--- src/rtl/dbs_pkg.sv ---
package dbs_pkg;

  localparam int LANE_W = 16;
  localparam int OPER_W = 32;
  localparam int CNT_W  = 3;

  localparam logic [1:0] ACK_WAIT = 2'b00;
  localparam logic [1:0] ACK_P8   = 2'b01;
  localparam logic [1:0] ACK_P16  = 2'b10;

  typedef enum logic {ST_IDLE, ST_BUS} dbs_state_t;

  // length code to byte count: 00 stands for four bytes
  function automatic logic [CNT_W-1:0] size_to_count(input logic [1:0] code);
    return (code == 2'b00) ? CNT_W'(4) : {1'b0, code};
  endfunction

  // byte idx of a right-justified operand, idx 0 = least significant
  function automatic logic [7:0] pick_byte(input logic [OPER_W-1:0] w,
                                           input logic [1:0] idx);
    return w[{idx, 3'b000} +: 8];
  endfunction

endpackage

--- src/rtl/dbs_step.sv ---
module dbs_step
  import dbs_pkg::*;
(
  input  logic [1:0]       ack,
  input  logic             addr0,
  input  logic [CNT_W-1:0] rem,
  output logic             acked,
  output logic             port16,
  output logic [1:0]       step
);

  always_comb begin
    port16 = ack[1];
    acked  = |ack;
    if (!acked)
      step = 2'd0;
    else if (!port16 || addr0 || rem == CNT_W'(1))
      step = 2'd1;
    else
      step = 2'd2;
  end

endmodule

--- src/rtl/dbs_lane_steer.sv ---
module dbs_lane_steer
  import dbs_pkg::*;
(
  input  logic              addr0,
  input  logic [CNT_W-1:0]  rem,
  input  logic [OPER_W-1:0] wbuf,
  output logic [LANE_W-1:0] lanes
);

  logic [1:0] idx_first;
  logic [1:0] idx_second;
  logic [7:0] b_first;
  logic [7:0] b_second;

  always_comb begin
    idx_first  = 2'(rem - CNT_W'(1));
    idx_second = 2'(rem - CNT_W'(2));
    b_first    = pick_byte(wbuf, idx_first);
    b_second   = pick_byte(wbuf, idx_second);
    if (addr0 || rem <= CNT_W'(1))
      lanes = {b_first, b_first};
    else
      lanes = {b_first, b_second};
  end

endmodule

--- src/rtl/dbs_read_pack.sv ---
module dbs_read_pack
  import dbs_pkg::*;
(
  input  logic [1:0]        step,
  input  logic              port16,
  input  logic              addr0,
  input  logic [LANE_W-1:0] lanes,
  input  logic [OPER_W-1:0] acc_in,
  output logic [OPER_W-1:0] acc_out
);

  logic [7:0] single;

  always_comb begin
    single = (port16 && addr0) ? lanes[7:0] : lanes[15:8];
    case (step)
      2'd2:    acc_out = {acc_in[OPER_W-LANE_W-1:0], lanes};
      2'd1:    acc_out = {acc_in[OPER_W-8-1:0], single};
      default: acc_out = acc_in;
    endcase
  end

endmodule

--- src/rtl/dbs_sequencer.sv ---
module dbs_sequencer
  import dbs_pkg::*;
#(
  parameter int ADDR_W = 24
) (
  input  logic              clk,
  input  logic              rst,
  input  logic              req_valid,
  input  logic              req_write,
  input  logic [1:0]        req_size,
  input  logic [ADDR_W-1:0] req_addr,
  input  logic [OPER_W-1:0] req_wdata,
  output logic              bus_strobe,
  output logic              bus_write,
  output logic [ADDR_W-1:0] bus_addr,
  output logic [1:0]        bus_size,
  output logic [LANE_W-1:0] bus_wdata,
  input  logic [LANE_W-1:0] bus_rdata,
  input  logic [1:0]        bus_ack,
  output logic              done,
  output logic              err,
  output logic [OPER_W-1:0] rdata
);

  dbs_state_t        state_q, nxt_state;
  logic [ADDR_W-1:0] addr_q, nxt_addr;
  logic [CNT_W-1:0]  rem_q, nxt_rem;
  logic [OPER_W-1:0] wbuf_q, nxt_wbuf;
  logic [OPER_W-1:0] acc_q, nxt_acc;
  logic              wr_q, nxt_wr;
  logic [LANE_W-1:0] wdata_q, nxt_lanes;
  logic              done_q, nxt_done;
  logic              err_q, nxt_err;
  logic [OPER_W-1:0] rdata_q, nxt_rdata;

  logic              acked;
  logic              port16;
  logic [1:0]        step;
  logic [OPER_W-1:0] packed_acc;

  dbs_step u_step (
    .ack    (bus_ack),
    .addr0  (addr_q[0]),
    .rem    (rem_q),
    .acked  (acked),
    .port16 (port16),
    .step   (step)
  );

  dbs_read_pack u_pack (
    .step    (step),
    .port16  (port16),
    .addr0   (addr_q[0]),
    .lanes   (bus_rdata),
    .acc_in  (acc_q),
    .acc_out (packed_acc)
  );

  // lanes are prepared from next-state values so bus_wdata leaves a register
  dbs_lane_steer u_steer (
    .addr0 (nxt_addr[0]),
    .rem   (nxt_rem),
    .wbuf  (nxt_wbuf),
    .lanes (nxt_lanes)
  );

  always_comb begin
    nxt_state = state_q;
    nxt_addr  = addr_q;
    nxt_rem   = rem_q;
    nxt_wbuf  = wbuf_q;
    nxt_acc   = acc_q;
    nxt_wr    = wr_q;
    nxt_done  = 1'b0;
    nxt_err   = 1'b0;
    nxt_rdata = rdata_q;
    case (state_q)
      ST_IDLE: begin
        if (req_valid) begin
          if (req_size != 2'b01 && req_addr[0]) begin
            nxt_err = 1'b1;
          end else begin
            nxt_state = ST_BUS;
            nxt_addr  = req_addr;
            nxt_rem   = size_to_count(req_size);
            nxt_wbuf  = req_wdata;
            nxt_acc   = '0;
            nxt_wr    = req_write;
          end
        end
      end
      ST_BUS: begin
        if (acked) begin
          nxt_addr = addr_q + ADDR_W'(step);
          nxt_rem  = rem_q - {1'b0, step};
          nxt_acc  = packed_acc;
          if (nxt_rem == '0) begin
            nxt_state = ST_IDLE;
            nxt_done  = 1'b1;
            if (!wr_q) nxt_rdata = packed_acc;
          end
        end
      end
      default: nxt_state = ST_IDLE;
    endcase
  end

  always_ff @(posedge clk) begin
    if (rst) begin
      state_q <= ST_IDLE;
      addr_q  <= '0;
      rem_q   <= '0;
      wbuf_q  <= '0;
      acc_q   <= '0;
      wr_q    <= 1'b0;
      wdata_q <= '0;
      done_q  <= 1'b0;
      err_q   <= 1'b0;
      rdata_q <= '0;
    end else begin
      state_q <= nxt_state;
      addr_q  <= nxt_addr;
      rem_q   <= nxt_rem;
      wbuf_q  <= nxt_wbuf;
      acc_q   <= nxt_acc;
      wr_q    <= nxt_wr;
      wdata_q <= nxt_lanes;
      done_q  <= nxt_done;
      err_q   <= nxt_err;
      rdata_q <= nxt_rdata;
    end
  end

  assign bus_strobe = (state_q == ST_BUS);
  assign bus_write  = wr_q;
  assign bus_addr   = addr_q;
  assign bus_size   = rem_q[1:0];
  assign bus_wdata  = wdata_q;
  assign done       = done_q;
  assign err        = err_q;
  assign rdata      = rdata_q;

endmodule

--- config.mk ---
export PLATFORM = sky130hd
export DESIGN_NAME = dbs_sequencer
export DESIGN_NICKNAME = d
export VERILOG_FILES = /design/src/rtl/dbs_pkg.sv /design/src/rtl/dbs_step.sv /design/src/rtl/dbs_lane_steer.sv /design/src/rtl/dbs_read_pack.sv /design/src/rtl/dbs_sequencer.sv
export SDC_FILE = /design/constraint.sdc
export NUM_CORES = 1
export LEC_CHECK = 0
export BUFFER_PORTS_ARGS = -buffer_cell sky130_fd_sc_hd__buf_2
export CORE_MARGIN = 8
export CORE_UTILIZATION = 55
export CTS_CLUSTER_SIZE = 40
export DETAILED_ROUTE_END_ITERATION = 10
export GPL_TIMING_DRIVEN = 0
export PLACE_DENSITY = 0.88
export RECOVER_POWER = 25
export SYNTH_ARGS = -nofsm -noshare
export SYNTH_HDL_FRONTEND = slang
export SYNTH_SLANG_ARGS = --single-unit
export TNS_END_PERCENT = 50
--- constraint.sdc ---
create_clock -name clk -period 9.1 [get_ports clk]
set_input_delay 1.365 -clock clk [delete_from_list [all_inputs] [get_ports clk]]
set_output_delay 1.365 -clock clk [all_outputs]
set_load 0.02 [all_outputs]
==> results of run 1 <==
## worst max-delay path: stages
cell,delay [ps]
buf_4,150
nor2_1,230
clkbuf_1,420
clkbuf_1,390
nor2_1,140
ha_1,200
inv_1,60
fa_1,440
o32a_1,210
and2_1,160
clkbuf_1,190
inv_1,300
ha_1,170
buf_1,560
mux4_1,680
nor2b_4,150
a311oi_2,270
## through the flow
stage | utilization (%) | std cells | instance area [sq um] | setup WS (ps) | power [mW]
global placement | 64.3 | 1058 | 7730 | 3020 | 1.03
CTS | 69.4 | 1089 | 8330 | 3390 | 1.74
finish | 68.7 | 1089 | 8250 | 3350 | 1.74
global route | 68.7 | 1089 | 8250 | 3120 | 1.80
floorplan | - | 757 | 6770 | 3860 | 0.935
detailed placement | 64.3 | 1058 | 7730 | 2960 | 1.03
## cell families after synthesis
group	count (synthesis)	synth area share [%]
fa+ha+maj	6	1.33
compound gates	184	18.9
mux	83	13.9
flops	143	42.3
xor+xnor	12	1.55
simple gates	258	16.9
buf+inv	71	5.21
## worst paths after layout
path	start	end	slack, ps	cells after the start
setup / recovery	bus_ack[1]	bus_wdata[5]	3350	17
hold / removal	rdata[2]	rdata[2]	450	2
setup reg to reg	rem_q[0]	bus_wdata[5]	3900	17
hold reg to reg	rdata[2]	rdata[2]	450	2
## layer usage
| layer | GRT usage (%) | vias to the layer above | share of wire (%) |
|---|---|---|---|
| li1 | - | 3031 | - |
| met1 | 31.1 | 2997 | 43 |
| met2 | 39.1 | 343 | 46 |
| met3 | 6.74 | 46 | 8.7 |
| met4 | 11.3 | 0 | 2.4 |
| met5 | 0 | - | 0 |
## registers in the layout, indices dropped and copies added (netlist names)
signal,count
acc_q,32
err,1
rdata,32
bus_write,1
done,1
bus_strobe,1
wbuf_q,32
bus_addr,24
rem_q,3
bus_wdata,16
## synth_stat cells (all sizes together) (4+ instances only)
| library cell | count |
|---|---|
| mux4 | 8 |
| a22o | 32 |
| nand2 | 119 |
| and3 | 8 |
| nor3 | 4 |
| clkbuf | 43 |
| nand3 | 9 |
| o22ai | 6 |
| a222oi | 4 |
| and2 | 13 |
| mux2i | 75 |
| a22oi | 13 |
| buf | 19 |
| nor2b | 9 |
| nor4 | 4 |
| a211o | 8 |
| ha | 4 |
| nand4 | 4 |
| o21ai | 44 |
| xor2 | 9 |
| a311oi | 7 |
| nor2 | 77 |
| inv | 9 |
| a21oi | 48 |
| dfxtp | 143 |
## power by group
part | leakage, nW | internal [mW] | switching [mW]
Combinational | 1.87 | 0.137 | 0.205
Clock | 0.284 | 0.451 | 0.265
Sequential | 1.16 | 0.662 | 0.0206
## cells in the final DEF (no fill, tap or decap), types with 13 or more instances in the layout
master	Yosys	layout
a21oi_1	47	47
a22o_1	32	32
a22oi_1	13	13
buf_2	6	108
clkbuf_1	43	99
clkbuf_16	0	17
dfxtp_1	143	143
mux2i_1	75	75
nand2_1	119	119
nor2_1	77	77
o21ai_0	35	35
## layout make-up
class,instances,area (sq um),share of cell area [%]
multi-input cells,543,3560,43.1
flip-flops and latches,143,2860,34.7
repair buffers,154,706,8.55
clock buffers,22,474,5.75
plain buffers,62,304,3.68
well taps,147,184,2.23
clock inverters,9,134,1.62
inverters,9,33.8,0.409
==> results.yml, run 1 <==
die:
  core_area_sq_mm: 0.0120
  fp.dieH_microns: 127
  dieArea_sq_mm: 0.0161
  ios: 158
  die_x_microns: 127
  start_util_pct: 56.4
  rows: 40
logic_synthesis:
  synth_edf_count: 0
  ys_warn_count: 0
  ys_ff_latch: 143
  synth-seq-area-share_pct: 42.3
  synthArstFlopShare_pct: 0
  synth_top_area_cell: "dfxtp_1"
  avgSynthCellArea_sq_um: 8.95
  yosysUniqueCellTypes: 62
  synth_nets: 843
  synthFlopType: "dfxtp_1"
  synthesis.area_sq_mm: 0.00677
  synth.top_cell.area_share_pct: 42.3
  yosys-top-cells-area: "dfxtp_1 42%, mux2i_1 11%, nand2_1 6.6%"
  synthCells: 757
route:
  route.detailed.drc: 0
  routedWlPerCell_microns: 18.2
  ant_nets: 0
  vias: 6417
  wl_microns: 19800
  drt-vias-per-instance: 5.89
  drt_first_iter_violations: 660
  dr.pass1.iters: 6
setup_path:
  critPathArrivalTime_ps: 6080
  required_ps: 9430
  cp-start-kind: "input port"
  worst_setup_path_end_kind: "register"
  worstSetupPathType: "input port to register"
  cp_max_fo: 10
sta:
  hold_ws_ps: 454
  worstMarginPinSlew_ps: 1090
  min_period_ps: 5750
  fin_skew_ps: 5.22
  rsz0062_at_grt: "no"
  final-setup-viol-count: 0
  max_slew_margin_pct: 26.7
  timing.final.crit_share_pct: 63.1
  fmax_mhz: 174
  slew_viol_final: 0
  hold_viol_final: 0
  setup_tns_ps: 0
cts:
  cts_sinks: 143
  cts.htree.levels: 4
  cts_hold_buf: 0
  clkTransAtPathRegs_ps: 60
  cts_root_buf: "clkbuf_16"
  clock_latency_ps: 420
  cts_setup_buffers: 0
  ctsResizeCount: 0
  cts_tree: "done"
  numCtsBuffers: 17
  cts.path.max_buffers: 2
power_and_ir_drop:
  power.density_mw_per_mm2: 211
  irDropWorstVdd_uv: 127
  leakage_nw: 3.32
finish:
  diodes: 0
  fillCellCount: 971
  drive_above_1_share_pct: 17.7
  fin_nets: 1016
  area_growth_pct: 21.9
grt:
  grt_usage_pct: 24.8
  grt_pass1_vias: 6424
  grt.overflow.total: 0
  antenna_found_initial: 0
  grt_max_degree: 17
  grt_pass1_wl_microns: 32400
outcome:
  outcome: "complete, no violations"
placed_design:
  gp_congestion: 0.916
  dpl.hpwl_microns: 14100
  numPortBuffers: 154
hold_path:
  min_path_type: "register to register"
job:
  drv_cap: 0
(Power assumes the default switching activity.)
==> run 2: changes to the inputs <==
--- a/config.mk
+++ b/config.mk
@@ -7,11 +7,11 @@
 export LEC_CHECK = 0
 export BUFFER_PORTS_ARGS = -buffer_cell sky130_fd_sc_hd__buf_2
 export CORE_MARGIN = 8
-export CORE_UTILIZATION = 55
+export CORE_UTILIZATION = 54
 export CTS_CLUSTER_SIZE = 40
 export DETAILED_ROUTE_END_ITERATION = 10
 export GPL_TIMING_DRIVEN = 0
-export PLACE_DENSITY = 0.88
+export PLACE_DENSITY = 0.87
 export RECOVER_POWER = 25
 export SYNTH_ARGS = -nofsm -noshare
 export SYNTH_HDL_FRONTEND = slang
==> constraint.sdc (replaced) <==
create_clock -name clk -period 5.5 [get_ports clk]
set_input_delay 0.825 -clock clk [delete_from_list [all_inputs] [get_ports clk]]
set_output_delay 0.825 -clock clk [all_outputs]
set_load 0.02 [all_outputs]
==> run 2 against run 1 <==
First-iteration DRC count decreased by 4.5%. Flip-flop and latch count unchanged. Cell area about the same. Clock skew increased by 2.8 ps. Clock power increased by 55%. Utilization decreased by 2.3 points. Cell count increased by 2.3%. Clock-buffer cell count decreased by 1. Critical endpoint is now bus_wdata[6]. Highest routed layer unchanged.
==> results.yml, run 2 (synthesized netlist as in run 1, its figures left out) <==
outcome:
  outcome: "complete, no violations"
sta:
  rsz0062_at_grt: "no"
  final-setup-viol-count: 0
  timing.final.crit_share_pct: 91.7
  fmax_mhz: 198
  hold_viol_final: 0
  min_period_ps: 5040
  worstMarginPinSlew_ps: 1080
  setup_tns_ps: 0
  max_slew_margin_pct: 27.6
  fin_skew_ps: 8.03
  slew_viol_final: 0
finish:
  diodes: 0
  fin_nets: 1015
  area_growth_pct: 21.8
  most-common-layout-cells: "143 x dfxtp_1, 119 x nand2_1, 107 x buf_2"
  drive_above_1_share_pct: 17.8
  layout_commonest_cell: "dfxtp_1"
  final_util_pct: 66.5
cts:
  cts_tree: "done"
  cts_root_buf: "clkbuf_16"
  ctsResizeCount: 0
  numCtsBuffers: 17
  cts.path.max_buffers: 2
  clock_latency_ps: 430
  cts_hold_buf: 0
  cts_sinks: 143
  clkTransAtPathRegs_ps: 60
  cts.htree.levels: 4
power_and_ir_drop:
  internal_power_mw: 1.97
  power.density_mw_per_mm2: 341
  seq_power_share_pct: 40.1
  irDropWorstVdd_uv: 204
  power_switching_uw: 839
  swShare_pct: 29.8
  combPwrFrac_pct: 20.2
  clkPwrFrac_pct: 39.7
  leakage_nw: 3.30
setup_path:
  slowest_stage: "mux4_1"
  worst_setup_path_end_kind: "register"
  cpPeakStageDelay_ps: 650
  required_ps: 5830
  crit_top_cell: "clkbuf_1"
  cp_max_fo: 10
  worstSetupPathType: "input port to register"
  critPathArrivalTime_ps: 5370
  path_cells: "buf_4 -> nor2_1 -> clkbuf_1 -> clkbuf_1 -> nor2_1 -> ha_1 -> inv_1 -> fa_1 -> o32a_1 -> and2_1 -> clkbuf_1 -> inv_1 -> ha_1 -> mux4_1 -> nor2b_4 -> a311oi_2"
  cp-start-kind: "input port"
grt:
  grt.overflow.total: 0
  grt_pass1_wl_microns: 31500
  grt_usage_pct: 24.3
  grt_max_degree: 17
  use_met1_pct: 30.2
  antenna_found_initial: 0
  grt_pass1_vias: 6131
  gr-usage-met2_pct: 39.3
  grt_busiest_layer: "met2"
  use_met3_pct: 6.78
route:
  wl_microns: 20000
  routedWlPerCell_microns: 17.9
  dr.pass1.iters: 5
  drt_first_iter_violations: 630
  ant_nets: 0
  route.detailed.drc: 0
  vias: 6405
  drt-vias-per-instance: 5.75
die:
  fp.dieH_microns: 128
  core_area_sq_mm: 0.0124
  dieArea_sq_mm: 0.0164
  die_x_microns: 128
  rows: 41
  ios: 158
  start_util_pct: 54.5
hold_path:
  min_path_type: "register to register"
job:
  drv_cap: 0
placed_design:
  gp_congestion: 0.892
  dpl.hpwl_microns: 14100
  numPortBuffers: 154
## run 2: cell types whose count changed in the layout (fill, tap and decap cells not counted)
cell / previous run / this run
buf_2: 108 / 107
bufinv_16: 3 / 1
inv_6: 0 / 1
clkbuf_8: 3 / 2
buf_6: 5 / 6
buf_1: 1 / 0
clkinv_4: 1 / 5
clkinvlp_4: 4 / 3
## run 2: metrics by stage
step | instance area, sq um | setup slack, ps | power (mW) | hold slack [ps] | std cells
6_report | 8250 | 459 | 2.81 | 453 | 1114
5_1_grt | 8250 | 113 | 2.91 | 471 | 1114
4_1_cts | 8330 | 281 | 2.81 | 454 | 1115
3_5_place_dp | 7760 | -108 | 1.71 | 448 | 1083
3_3_place_gp | 7760 | -45.0 | 1.70 | 441 | 1083
2_1_floorplan | 6770 | 799 | 1.55 | 442 | 757
## run 2: path summary, 6_finish.rpt
path	startpoint	to	slack (ps)	cells past startpoint
min	rdata[4]	rdata[4]	450	2
max reg2reg	rem_q[0]	bus_wdata[6]	490	16
max	bus_ack[1]	bus_wdata[6]	460	16
min reg2reg	rdata[4]	rdata[4]	450	2
## run 2: timing repair
| action | in CTS | in global routing |
|---|---|---|
| hold endpoints to repair | 0 | 0 |
| setup buffers | 0 | 0 |
| endpoints found under the setup margin | 0 | 6 |
## run 2: routing by layer
| metal | share of wire [%] | vias up | wire, microns |
|---|---|---|---|
| met5 | 0 | - | 0 |
| met4 | 2.4 | 0 | 485 |
| met3 | 8.6 | 62 | 1720 |
| met2 | 46 | 329 | 9160 |
| met1 | 43 | 2990 | 8600 |
| li1 | - | 3024 | - |
## run 2: critical path: cells and delay by family
kind	cells	cell delay, ps
AOI/OAI and AO/OA	2	480
adders and majority gates	3	1150
buffers and inverters	6	1600
muxes	1	650
and+or+nand+nor	4	670
## run 2: area by class of cell
| cell class | instances | area [sq um] |
|---|---|---|
| flip-flops and latches | 143 | 2860 |
| well taps | 172 | 215 |
| clock buffers | 21 | 460 |
| repair buffers | 154 | 704 |
| multi-input cells | 543 | 3560 |
| inverters | 9 | 33.8 |
| clock inverters | 11 | 110 |
| plain buffers | 61 | 308 |
| fillers | 1074 | 4160 |
## run 2: power by group through the flow
stage / Clock (mW) / Sequential [mW] / Combinational, mW
after floorplan: 0 / 1.19 / 0.354
after global placement: 0 / 1.15 / 0.555
after detailed placement: 0 / 1.15 / 0.566
after CTS: 1.12 / 1.13 / 0.571
after global routing: 1.16 / 1.13 / 0.611
final: 1.11 / 1.13 / 0.568
